==> config.mk <==
export PLATFORM = sky130hd
export DESIGN_NAME = txdom_guard
export DESIGN_NICKNAME = d
export VERILOG_FILES = /design/src/rtl/txg_pkg.sv /design/src/rtl/txg_low_timer.sv /design/src/rtl/txg_high_qual.sv /design/src/rtl/txg_fault_fsm.sv /design/src/rtl/txdom_guard.sv
export SDC_FILE = /design/constraint.sdc
export NUM_CORES = 1
export LEC_CHECK = 0
export BUFFER_PORTS_ARGS = -buffer_cell sky130_fd_sc_hd__buf_4
export CELL_PAD_IN_SITES_DETAIL_PLACEMENT = 0
export CELL_PAD_IN_SITES_GLOBAL_PLACEMENT = 1
export CORE_MARGIN = 5
export CORE_UTILIZATION = 40
export DETAILED_ROUTE_END_ITERATION = 8
export PLACE_DENSITY_LB_ADDON = 0.1
export REMOVE_ABC_BUFFERS = 1
export SKIP_CTS_REPAIR_TIMING = 1
export SYNTH_ARGS = -nofsm -noshare
export SYNTH_HDL_FRONTEND = slang
export SYNTH_SLANG_ARGS = --single-unit
==> constraint.sdc <==
create_clock -name clk -period 2.1 [get_ports clk]
set_input_delay 0.21 -clock clk [delete_from_list [all_inputs] [get_ports clk]]
set_output_delay 0.21 -clock clk [all_outputs]
set_load 0.01 [all_outputs]
==> src/rtl/txg_pkg.sv <==
// Package: shared state encoding for the transmit dominant time-out guard.
// Assumes: used by all guard modules; no other dependencies.
package txg_pkg;

    // Guard operating states.
    typedef enum logic [1:0] {
        GS_RUN  = 2'd0,   // transmit input passed to the driver
        GS_TOUT = 2'd1,   // dominant time-out, awaiting qualified high period
        GS_HOT  = 2'd2    // thermal hold, awaiting cool and high input
    } guard_st_e;

endpackage

==> src/rtl/txg_low_timer.sv <==
// Module: counts consecutive low samples of the transmit input.
// Emits `expire` combinationally on the edge where the TO_CYCLES-th
// consecutive low sample would be taken.
// Assumes: `clr` is held whenever the guard is not in normal running.
module txg_low_timer #(
    parameter int unsigned TO_CYCLES = 100000
) (
    input  logic clk,
    input  logic rst_n,
    input  logic clr,
    input  logic tx_in,
    output logic expire
);
    localparam int unsigned CW = $clog2(TO_CYCLES + 1);
    localparam logic [CW-1:0] LAST = CW'(TO_CYCLES - 1);

    logic [CW-1:0] lo_cnt;

    // Expiry fires when this low sample completes the limit.
    assign expire = !clr && !tx_in && (lo_cnt == LAST);

    // Count consecutive low samples, restart on any high sample or clear.
    always_ff @(posedge clk) begin
        if (!rst_n || clr || tx_in) begin
            lo_cnt <= '0;
        end else if (lo_cnt != LAST) begin
            lo_cnt <= lo_cnt + 1'b1;
        end
    end
endmodule

==> src/rtl/txg_high_qual.sv <==
// Module: qualifies a high period on the transmit input after a time-out.
// `done` fires on the edge where the REC_CYCLES-th consecutive high
// sample is taken; any low sample restarts the count.
// Assumes: `clr` is held whenever the guard is not in time-out recovery.
module txg_high_qual #(
    parameter int unsigned REC_CYCLES = 500
) (
    input  logic clk,
    input  logic rst_n,
    input  logic clr,
    input  logic tx_in,
    output logic done
);
    localparam int unsigned CW = $clog2(REC_CYCLES + 1);
    localparam logic [CW-1:0] LAST = CW'(REC_CYCLES - 1);

    logic [CW-1:0] hi_cnt;

    // Recovery completes when this high sample fills the window.
    assign done = !clr && tx_in && (hi_cnt == LAST);

    // Count consecutive high samples, restart on a low sample or clear.
    always_ff @(posedge clk) begin
        if (!rst_n || clr || !tx_in) begin
            hi_cnt <= '0;
        end else if (hi_cnt != LAST) begin
            hi_cnt <= hi_cnt + 1'b1;
        end
    end
endmodule

==> src/rtl/txg_fault_fsm.sv <==
// Module: guard state machine and sticky fault flags.
// Overtemperature has priority over every other event. Thermal release
// needs a cool flag and a high input. A pending time-out sends the
// guard through qualified recovery before it runs again.
// Assumes: `expire` and `done` come from the two timers, gated by state.
module txg_fault_fsm
    import txg_pkg::*;
(
    input  logic      clk,
    input  logic      rst_n,
    input  logic      tx_in,
    input  logic      overtemp,
    input  logic      expire,
    input  logic      done,
    output guard_st_e state,
    output logic      to_flag,
    output logic      th_flag
);
    guard_st_e nxt;

    // Next-state selection; heat wins over every other event.
    always_comb begin
        nxt = state;
        if (overtemp) begin
            nxt = GS_HOT;
        end else begin
            unique case (state)
                GS_RUN:  if (expire) nxt = GS_TOUT;
                GS_TOUT: if (done)   nxt = GS_RUN;
                GS_HOT:  if (tx_in)  nxt = to_flag ? GS_TOUT : GS_RUN;
                default: nxt = GS_RUN;
            endcase
        end
    end

    // State register.
    always_ff @(posedge clk) begin
        if (!rst_n) state <= GS_RUN;
        else        state <= nxt;
    end

    // Sticky flags: set on fault entry, cleared together on return to run.
    always_ff @(posedge clk) begin
        if (!rst_n) begin
            to_flag <= 1'b0;
            th_flag <= 1'b0;
        end else if (nxt == GS_RUN) begin
            to_flag <= 1'b0;
            th_flag <= 1'b0;
        end else begin
            if (state == GS_RUN && nxt == GS_TOUT) to_flag <= 1'b1;
            if (overtemp)                          th_flag <= 1'b1;
        end
    end
endmodule

==> src/rtl/txdom_guard.sv <==
// Module: transmit dominant time-out guard (top).
// Passes the active-low transmit request to the driver. The driver is
// released after TO_CYCLES consecutive low samples, or while the chip is
// too hot. Sticky flags report the pending fault.
// Assumes: tx_in and overtemp are synchronous to clk.
module txdom_guard
    import txg_pkg::*;
#(
    parameter int unsigned TO_CYCLES  = 100000,
    parameter int unsigned REC_CYCLES = 500
) (
    input  logic clk,
    input  logic rst_n,
    input  logic tx_in,
    input  logic overtemp,
    output logic drv_dom,
    output logic timeout_flt,
    output logic thermal_flt
);
    guard_st_e state;
    logic      expire;
    logic      done;
    logic      to_flag;
    logic      th_flag;

    // Low-period timer, active only while running.
    txg_low_timer #(.TO_CYCLES(TO_CYCLES)) u_low (
        .clk    (clk),
        .rst_n  (rst_n),
        .clr    (state != GS_RUN),
        .tx_in  (tx_in),
        .expire (expire)
    );

    // High-period qualifier, active only in time-out recovery.
    txg_high_qual #(.REC_CYCLES(REC_CYCLES)) u_high (
        .clk   (clk),
        .rst_n (rst_n),
        .clr   (state != GS_TOUT),
        .tx_in (tx_in),
        .done  (done)
    );

    // State machine and fault flags.
    txg_fault_fsm u_fsm (
        .clk      (clk),
        .rst_n    (rst_n),
        .tx_in    (tx_in),
        .overtemp (overtemp),
        .expire   (expire),
        .done     (done),
        .state    (state),
        .to_flag  (to_flag),
        .th_flag  (th_flag)
    );

    // Driver request gated by state; flags straight from the registers.
    assign drv_dom     = (state == GS_RUN) && !tx_in;
    assign timeout_flt = to_flag;
    assign thermal_flt = th_flag;
endmodule

# ---- Word level (Yosys, flattened, before mapping)
# Index checks and enable logic that the tools add are counted.
dict set report op_classes {
  n_addsub 2
  n_eq_ne 8
  n_mux 6
  bitwise_logic 1
  reduce_logical 18
}
# op n
set op_table {}
lappend op_table {{$add 17x1->17 const B} 1}
lappend op_table {{$eq 17x17->1 const B} 1}
lappend op_table {{$ne 17x17->1 const B} 1}
lappend op_table {{$add 9x1->9 const B} 1}
lappend op_table {{$eq 9x9->1 const B} 1}
lappend op_table {{$ne 9x9->1 const B} 1}
lappend op_table {{$mux 2} 4}
lappend op_table {{$logic_and 1x1->1} 6}
lappend op_table {{$pmux 2 s3} 1}
lappend op_table {{$eq 2x1->1 const B} 2}
lappend op_table {{$logic_not 1->1} 4}
lappend op_table {{$logic_not 2->1} 2}
lappend op_table {{$logic_or 1x1->1} 4}
lappend op_table {{$eq 2x2->1 const B} 1}
lappend op_table {{$ne 2x1->1 const B} 1}
lappend op_table {{$reduce_bool 2->1} 1}
lappend op_table {{$reduce_or 2->1} 1}
lappend op_table {{$mux 1} 1}
lappend op_table {{$not 1->1} 1}
dict set report totals {
  regBits 30
  in_bits 4
  output_inout_bits 3
  wordCells 40
}

# ---- Logic depth before layout (Yosys ltp)
# Gate-level depths: netlist of run 1.
dict set report logic_depth {
  depth_word 9
  ltp_mapped 6
  ltp_nobuf 5
}

# ---- Hierarchy
# Synthesis of run 1 repeated with hierarchy kept, for this count alone.
dict set report unflattened {
  cells_unflattened 160
  area_unflattened_um2 1458.9
}
# mod instances cells_each area_each_um2 seq_area_each_um2
set by_module_without_submodules {}
lappend by_module_without_submodules {txg_low_timer 1 91 824.5 340.3}
lappend by_module_without_submodules {txg_high_qual 1 48 435.4 180.2}
lappend by_module_without_submodules {txg_fault_fsm 1 18 181.4 80.1}
lappend by_module_without_submodules {txdom_guard 1 3 17.5 0.0}

# ---- Worst setup path before layout of run 1
# Ideal clock, no wire load.
dict set report synth_path {
  path_kind {reg-to-reg}
  from {register u_low.lo_cnt[0]}
  to {register u_low.lo_cnt[3]}
  setup_ns 0.072
  arrival_time_ns 1.744
  required_time_ns 2.028
  path_slack_ns 0.285
  path_stages_with_launch 7
  path_buffers 1
  synth_period_minus_slack_ns 1.815
  cell_sequence {dfxtp_1 ha_1 clkbuf_1 nand4_1 or4_4 nand3_2 mux2i_1}
}
dict set report synth_between {
  elab_chain_cells 1
  word_cells_on_any_way 2
  cone_classes {1 x add/sub; 1 x eq/ne}
}
# element line
set synth_rtl {}
lappend synth_rtl {{start: declaration} txg_low_timer.sv:17} ;# logic [CW-1:0] lo_cnt;
lappend synth_rtl {{start signal: assignment} txg_low_timer.sv:27} ;# lo_cnt <= lo_cnt + 1'b1;
lappend synth_rtl {{$add 17x1->17 / $ne 17x17->1 (equally long branches)} {txg_low_timer.sv:27, txg_low_timer.sv:26}}
# Parallel ways exist; a longest one is shown, timed or not.
# A chain may end at the register's enable or synchronous reset.

# ---- Final worst setup path of run 1
dict set report layout_path {
  from {register u_low.lo_cnt[6]}
  to {register u_low.lo_cnt[3]}
}
dict set report layout_between {
  elab_chain_cells 1
}
# element line
set layout_rtl {}
lappend layout_rtl {{$ne 17x17->1} txg_low_timer.sv:26} ;# end else if (lo_cnt != LAST) begin
# Every way passes these cells.

==> impl_metrics.ini, run 1 <==
[outcome]
status = finished, final reports clean

[floorplan]
start_util_pct = 41.5
num_rows = 21
die_y_um = 68.8
die_area_sq_mm = 0.00474
die_x_um = 68.8
io_pins = 7
coreArea_sq_mm = 0.00334

[placed_design]
io_buffers = 6
dp.cells = 206
gp_congestion = 0.777
hpwlAfterDp_um = 1970

[sta]
worst_slew_pin_slew_ns = 0.427
setup_viol = 0
skew_ns = 0.00800
min_period_over_period_pct = 88.6
max_freq_ghz = 0.537
final_max_slew_viol_count = 0
setup_tns_ns = 0
rsz0062_at_grt = no
fin_crit_ns = 1.86
hold_viol = 0
relSlewSlack_pct = 71.3

[global_routing]
antenna_found_initial = 0
grt_max_degree = 14
grt_pass1_vias = 1127
track_usage_pct = 14.2
gr-total-overflow = 0
grt_first_pass_wirelength_um = 4820

[power_and_ir_drop]
clkPwrFrac_pct = 36.7
power.density_mw_per_mm2 = 620
peakVddDrop_mv = 0.335
intPower_uw = 748
leakage_uw = 0.000527
seqPwrFrac_pct = 59.9
p_sw_uw = 212
swShare_pct = 22.1
combPwrFrac_pct = 3.4

[detailed_routing]
drtIter0Drc = 33
wl_met1_um = 1320
postRouteWirelength_um = 2700
drc = 0
ant_nets = 0
firstDrtPassIters = 4
wl_per_cell_um = 12.6
wl_met2_um = 1240
dr.max_layer_used = met4
vias_per_cell = 5.26
vias = 1126
dr_wl_met3_um = 91

[critical_path]
start_kind = flip-flop
critPathSlowestCell = or4_4
end_kind = flip-flop
worstPathArrival_ns = 2.12
cpPeakStageDelay_ns = 0.59
crit_required_ns = 2.36
cp_cell_sequence = or4b_4 > or4_4 > nand3_2 > mux2i_1
cp_max_fo = 7
criticalPathCategory = flip-flop to flip-flop
regToRegSetupSlack_ns = 0.24

[logic_synthesis]
syn_area_per_cell_sq_um = 8.88
syn-cell-area_sq_mm = 0.00139
synth_cells = 156
synth_cell_type_count = 34
synth-seq-area-share_pct = 43.4
ys_seq_elements = 30
yosys_warnings = 0

[finish]
area_growth_pct = 11.7
instances_no_fill = 214
layout-drive-gt1-share_pct = 12.5
fill_cells = 343
fin_nets = 173
antenna_cells = 0

[cts]
cts_buffers = 5
cts.clk_slew.worst_paths_ns = 0.09
cts_buffer_depth = 2
clock_latency_ns = 0.33
htreeDepth = 2
cts.sinks = 30
cts_root_buf = clkbuf_4
cts_tree = built

[worst_hold_path]
min_path_type = primary input to flip-flop

[flow_run]
maxCapViolCount = 0
-- sequential cells by signal, summed over array words and instances (netlist names) --
register and count:
u_fsm.state 2, u_fsm.th_flag 1, u_fsm.to_flag 1, u_high.hi_cnt 9, u_low.lo_cnt 17
-- cell families (layout without fill, tap and decap cells) --
family,after synthesis,in the layout,synth area share (%)
mux,3,3,2.17
buf+inv,7,19,1.90
flops,30,30,43.4
fa+ha+maj,2,2,1.81
simple gates,79,79,33.5
compound gates,22,22,9.03
xor+xnor,13,13,8.22
-- Yosys cell counts --
library cell  number  area (sq um)
a21oi_1            7          35.0
a31oi_1            5          31.3
and2_0             1          6.26
and2_1             1          6.26
and4_1             2          17.5
and4_2             1          10.0
clkbuf_1           4          15.0
dfxtp_1           30           601
ha_1               2          25.0
inv_1              3          11.3
mux2i_1            3          30.0
nand2_1           14          52.6
nand2b_1           4          25.0
nand3_1           10          50.1
nand3_2            1          10.0
nand3b_1           1          7.51
nand4_1            7          43.8
nand4b_1           3          26.3
nor2_1            16          60.1
nor3_1             5          25.0
nor3b_1            1          7.51
nor4_1             1          6.26
nor4_4             1          21.3
nor4bb_1           1          10.0
o2111ai_1          1          8.76
o211ai_1           1          7.51
o21ai_0            7          35.0
o31ai_1            1          7.51
or3_1              4          25.0
or4_1              2          15.0
or4_4              1          11.3
or4b_4             2          27.5
xnor2_1            5          43.8
xor2_1             8          70.1
-- through the flow --
stage,util [%],power (uW),hold WS [ns],cell area (sq um),setup slack [ns]
2_1_floorplan,-,604,0.369,1370,0.316
3_3_place_gp,44.6,621,0.463,1490,0.296
3_5_place_dp,44.6,622,0.477,1490,0.265
4_1_cts,46.4,983,0.146,1550,0.243
5_1_grt,46.4,1020,0.142,1550,0.140
6_report,46.4,960,0.165,1550,0.239
-- routing by layer --
metal,global-route usage [%],vias to the layer above
li1,-,592
met1,16.4,517
met2,22.7,11
met3,5.83,6
met4,6.33,0
met5,0,-
-- final cells by class --
type                            instances  area (sq um)  area share, %
Clock buffer                            7          55.1           3.56
Clock inverter                          1          5.00          0.323
Inverter                                3          11.3          0.728
Multi-Input combinational cell        119           758           49.0
Sequential cell                        30           601           38.8
Tap cell                               46          57.6           3.72
Timing Repair Buffer                    8          60.1           3.88
-- cell usage in the layout (no fill, tap or decap), drive strengths merged, types with 5 or more instances in the layout --
cell type  count
dfxtp         30
nor2          16
nand2         14
nand3         11
xor2           8
buf            8
o21ai          7
a21oi          7
nand4          7
clkbuf         7
nor3           5
xnor2          5
a31oi          5
-- path summary, 6_finish.rpt --
kind	startpoint	to	cells after the start
worst max-delay path	u_low.lo_cnt[6]$_SDFFE_PP0P_	u_low.lo_cnt[3]$_SDFFE_PP0P_	4
worst min-delay path	overtemp	u_fsm.th_flag$_SDFFE_PP0P_	3
worst max register to register	u_low.lo_cnt[6]$_SDFFE_PP0P_	u_low.lo_cnt[3]$_SDFFE_PP0P_	4
worst min register to register	u_high.hi_cnt[8]$_SDFFE_PP0P_	u_high.hi_cnt[8]$_SDFFE_PP0P_	2
-- power by group through the flow --
| stage | sequential, uW | combinational [uW] | clock, uW |
|---|---|---|---|
| after floorplan | 589 | 15.2 | 0 |
| after global placement | 589 | 32.1 | 0 |
| after detailed placement | 589 | 33.0 | 0 |
| after CTS | 576 | 33.1 | 374 |
| after global routing | 577 | 36.0 | 407 |
| final | 576 | 32.3 | 352 |
-- critical path, delay by kind of cell (launching register included) --
family | cells | cell delay (ns)
muxes | 1 | 0.17
and+or+nand+nor | 3 | 1.25
DFF | 1 | 0.38
Note: power is estimated with default switching activity, not from simulation.
==> run 2: changes to the inputs <==
Settings changed: SYNTH_HIERARCHICAL from default to 1.
==> impl_metrics.ini, run 2 <==
[outcome]
status = finished, final reports clean

[floorplan]
start_util_pct = 40.5
coreArea_sq_mm = 0.00361
die_y_um = 70.4
die_area_sq_mm = 0.00495
io_pins = 7
die_x_um = 70.4
num_rows = 22

[logic_synthesis]
synth-edff-count = 0
syn_area_per_cell_sq_um = 9.12
yosys-top-cells-count = dfxtp_1 (30), nor2_1 (15), a21oi_1 (13)
synth_top_cell_by_area = dfxtp_1
synthTopCellsByArea = dfxtp_1 (41%), a21oi_1 (4.5%), xnor2_1 (4.2%)
synth_top_area_share_pct = 41.2
synth-seq-area-share_pct = 41.2
syn-cell-area_sq_mm = 0.00146
ys_seq_elements = 30
synth_cell_type_count = 48
synth_ff_type = dfxtp_1
synth_cells = 160
synthArstFlopShare_pct = 0
yosys_warnings = 6
synth_most_common_cell = dfxtp_1

[detailed_routing]
firstDrtPassIters = 4
vias_per_cell = 5.46
vias = 1217
ant_nets = 0
postRouteWirelength_um = 2830
drc = 0
wl_per_cell_um = 12.7
drtIter0Drc = 68

[sta]
setup_viol = 0
setup_tns_ns = 0
whs_ns = 0.206
worst_slew_pin_slew_ns = 0.384
min_period_over_period_pct = 93.6
relSlewSlack_pct = 74.3
fin_crit_ns = 1.97
final_max_slew_viol_count = 0
rsz0062_at_grt = no
max_freq_ghz = 0.509
hold_viol = 0
skew_ns = 0.00426

[placed_design]
dp.cells = 216
io_buffers = 6
hpwlAfterDp_um = 2040
gp_congestion = 0.764

[critical_path]
cp_max_fo = 5
end_kind = flip-flop
start_kind = flip-flop
r2r-start = u_low/lo_cnt[12]$_SDFFE_PP0P_
timing.rr.end = u_fsm/to_flag$_SDFFE_PP0P_
regToRegSetupSlack_ns = 0.13
criticalPathCategory = flip-flop to flip-flop
worstPathArrival_ns = 2.17
crit_required_ns = 2.30
worstRegToRegCells = 6

[global_routing]
gr-total-overflow = 0
met3_usage_pct = 4.32
track_usage_pct = 12.6
use_met1_pct = 14.4
grt_max_degree = 12
grt_pass1_vias = 1112
use_met2_pct = 20.5
grt_first_pass_wirelength_um = 4960
busiest_layer = met2
antenna_found_initial = 0

[finish]
top_regs = u_low/lo_cnt x17, u_high/hi_cnt x9, u_fsm/state x2
instances_no_fill = 223
largest_reg_flops = 17
layout-drive-gt1-share_pct = 14.9
final_common_cell = dfxtp_1
fin_nets = 181
antenna_cells = 0
registers.top_by_ff_count = u_low/lo_cnt
most-common-layout-cells = dfxtp_1 (30), nor2_1 (15), a21oi_1 (13)
area_growth_pct = 13.7

[power_and_ir_drop]
leakage_uw = 0.000519
power.density_mw_per_mm2 = 624
peakVddDrop_mv = 0.307

[cts]
clock_latency_ns = 0.28
cts.sinks = 30
cts.clk_slew.worst_paths_ns = 0.06
cts_tree = built
cts_root_buf = clkbuf_8
cts_buffers = 5
htreeDepth = 2
cts_buffer_depth = 2

[worst_hold_path]
holdPathStages = 3
hold_end = u_fsm/th_flag$_SDFFE_PP0P_
min_path_type = primary input to flip-flop
holdCritStartpoint = overtemp

[flow_run]
maxCapViolCount = 0
## run 2: cell types whose count changed after synthesis, moves of 3 or more
cell      before  now
a21oi_1        7   13
nand3_1       10    6
nand4_1        7    3
inv_1          3    8
o31ai_1        1    5
clkbuf_1       4    1
nand2b_1       4    1
xor2_1         8    2
nor4b_1        0    3
nand2_1       14    8
a31oi_1        5    1
## run 2: worst max-delay path by stage
| stage | startpoint | to | slack (ns) | cells past startpoint |
|---|---|---|---|---|
| 2_1_floorplan | u_low/lo_cnt[12]$_SDFFE_PP0P_ | u_fsm/th_flag$_SDFFE_PP0P_ | 0.10 | 6 |
| 3_3_place_gp | u_low/lo_cnt[12]$_SDFFE_PP0P_ | u_fsm/th_flag$_SDFFE_PP0P_ | 0.23 | 6 |
| 3_5_place_dp | u_low/lo_cnt[12]$_SDFFE_PP0P_ | u_fsm/to_flag$_SDFFE_PP0P_ | 0.18 | 6 |
| 4_1_cts | u_low/lo_cnt[12]$_SDFFE_PP0P_ | u_fsm/to_flag$_SDFFE_PP0P_ | 0.16 | 6 |
| 5_1_grt | u_low/lo_cnt[12]$_SDFFE_PP0P_ | u_fsm/to_flag$_SDFFE_PP0P_ | 0.03 | 6 |
| 6_report | u_low/lo_cnt[12]$_SDFFE_PP0P_ | u_fsm/to_flag$_SDFFE_PP0P_ | 0.13 | 6 |
## run 2: through the flow
| step | total power (uW) | utilization (%) | area, sq um | worst slack (ns) |
|---|---|---|---|---|
| 4_1_cts | 1060 | 46.0 | 1660 | 0.157 |
| 3_5_place_dp | 623 | 43.9 | 1580 | 0.178 |
| 5_1_grt | 1080 | 46.0 | 1660 | 0.0317 |
| 6_report | 1030 | 46.0 | 1660 | 0.135 |
| 2_1_floorplan | 605 | - | 1460 | 0.103 |
| 3_3_place_gp | 623 | 43.9 | 1580 | 0.225 |
## run 2: cell families after synthesis
family                   Yosys count  synth area share, %
AND/OR/NAND/NOR                   74                 33.2
adder cells (fa/ha/maj)            2                 1.71
multiplexers                       1                0.686
AO/OA/AOI/OAI                     35                 15.5
flip-flops                        30                 41.2
buffers and inverters              9                 2.32
XOR/XNOR                           9                 5.40
## run 2: per-layer routing
metal / share of wire (%) / wire length [um] / up-vias
met1: 45 / 1280 / 575
met5: 0 / 0 / -
li1: - / - / 625
met4: 0.67 / 19 / 0
met2: 51 / 1450 / 15
met3: 2.7 / 77 / 2
## run 2: cell type report
cell class / instances / area, sq um
repair buffers: 9 / 67.6
well taps: 48 / 60.1
fillers: 358 / 1950
clock buffers: 7 / 76.3
inverters: 8 / 30.0
flip-flops and latches: 30 / 601
multi-input cells: 121 / 825
## run 2: power breakdown
part           internal (uW)  switching (uW)
combinational           14.5            18.5
sequential               573            4.24
clock                    227             197
## run 2: critical path: stages (launching register included)
cell	delay [ns]
dfxtp_1	0.34
or4b_4	0.56
nor4_4	0.29
and2_1	0.18
nor2b_1	0.22
o311ai_4	0.11
a21oi_1	0.18
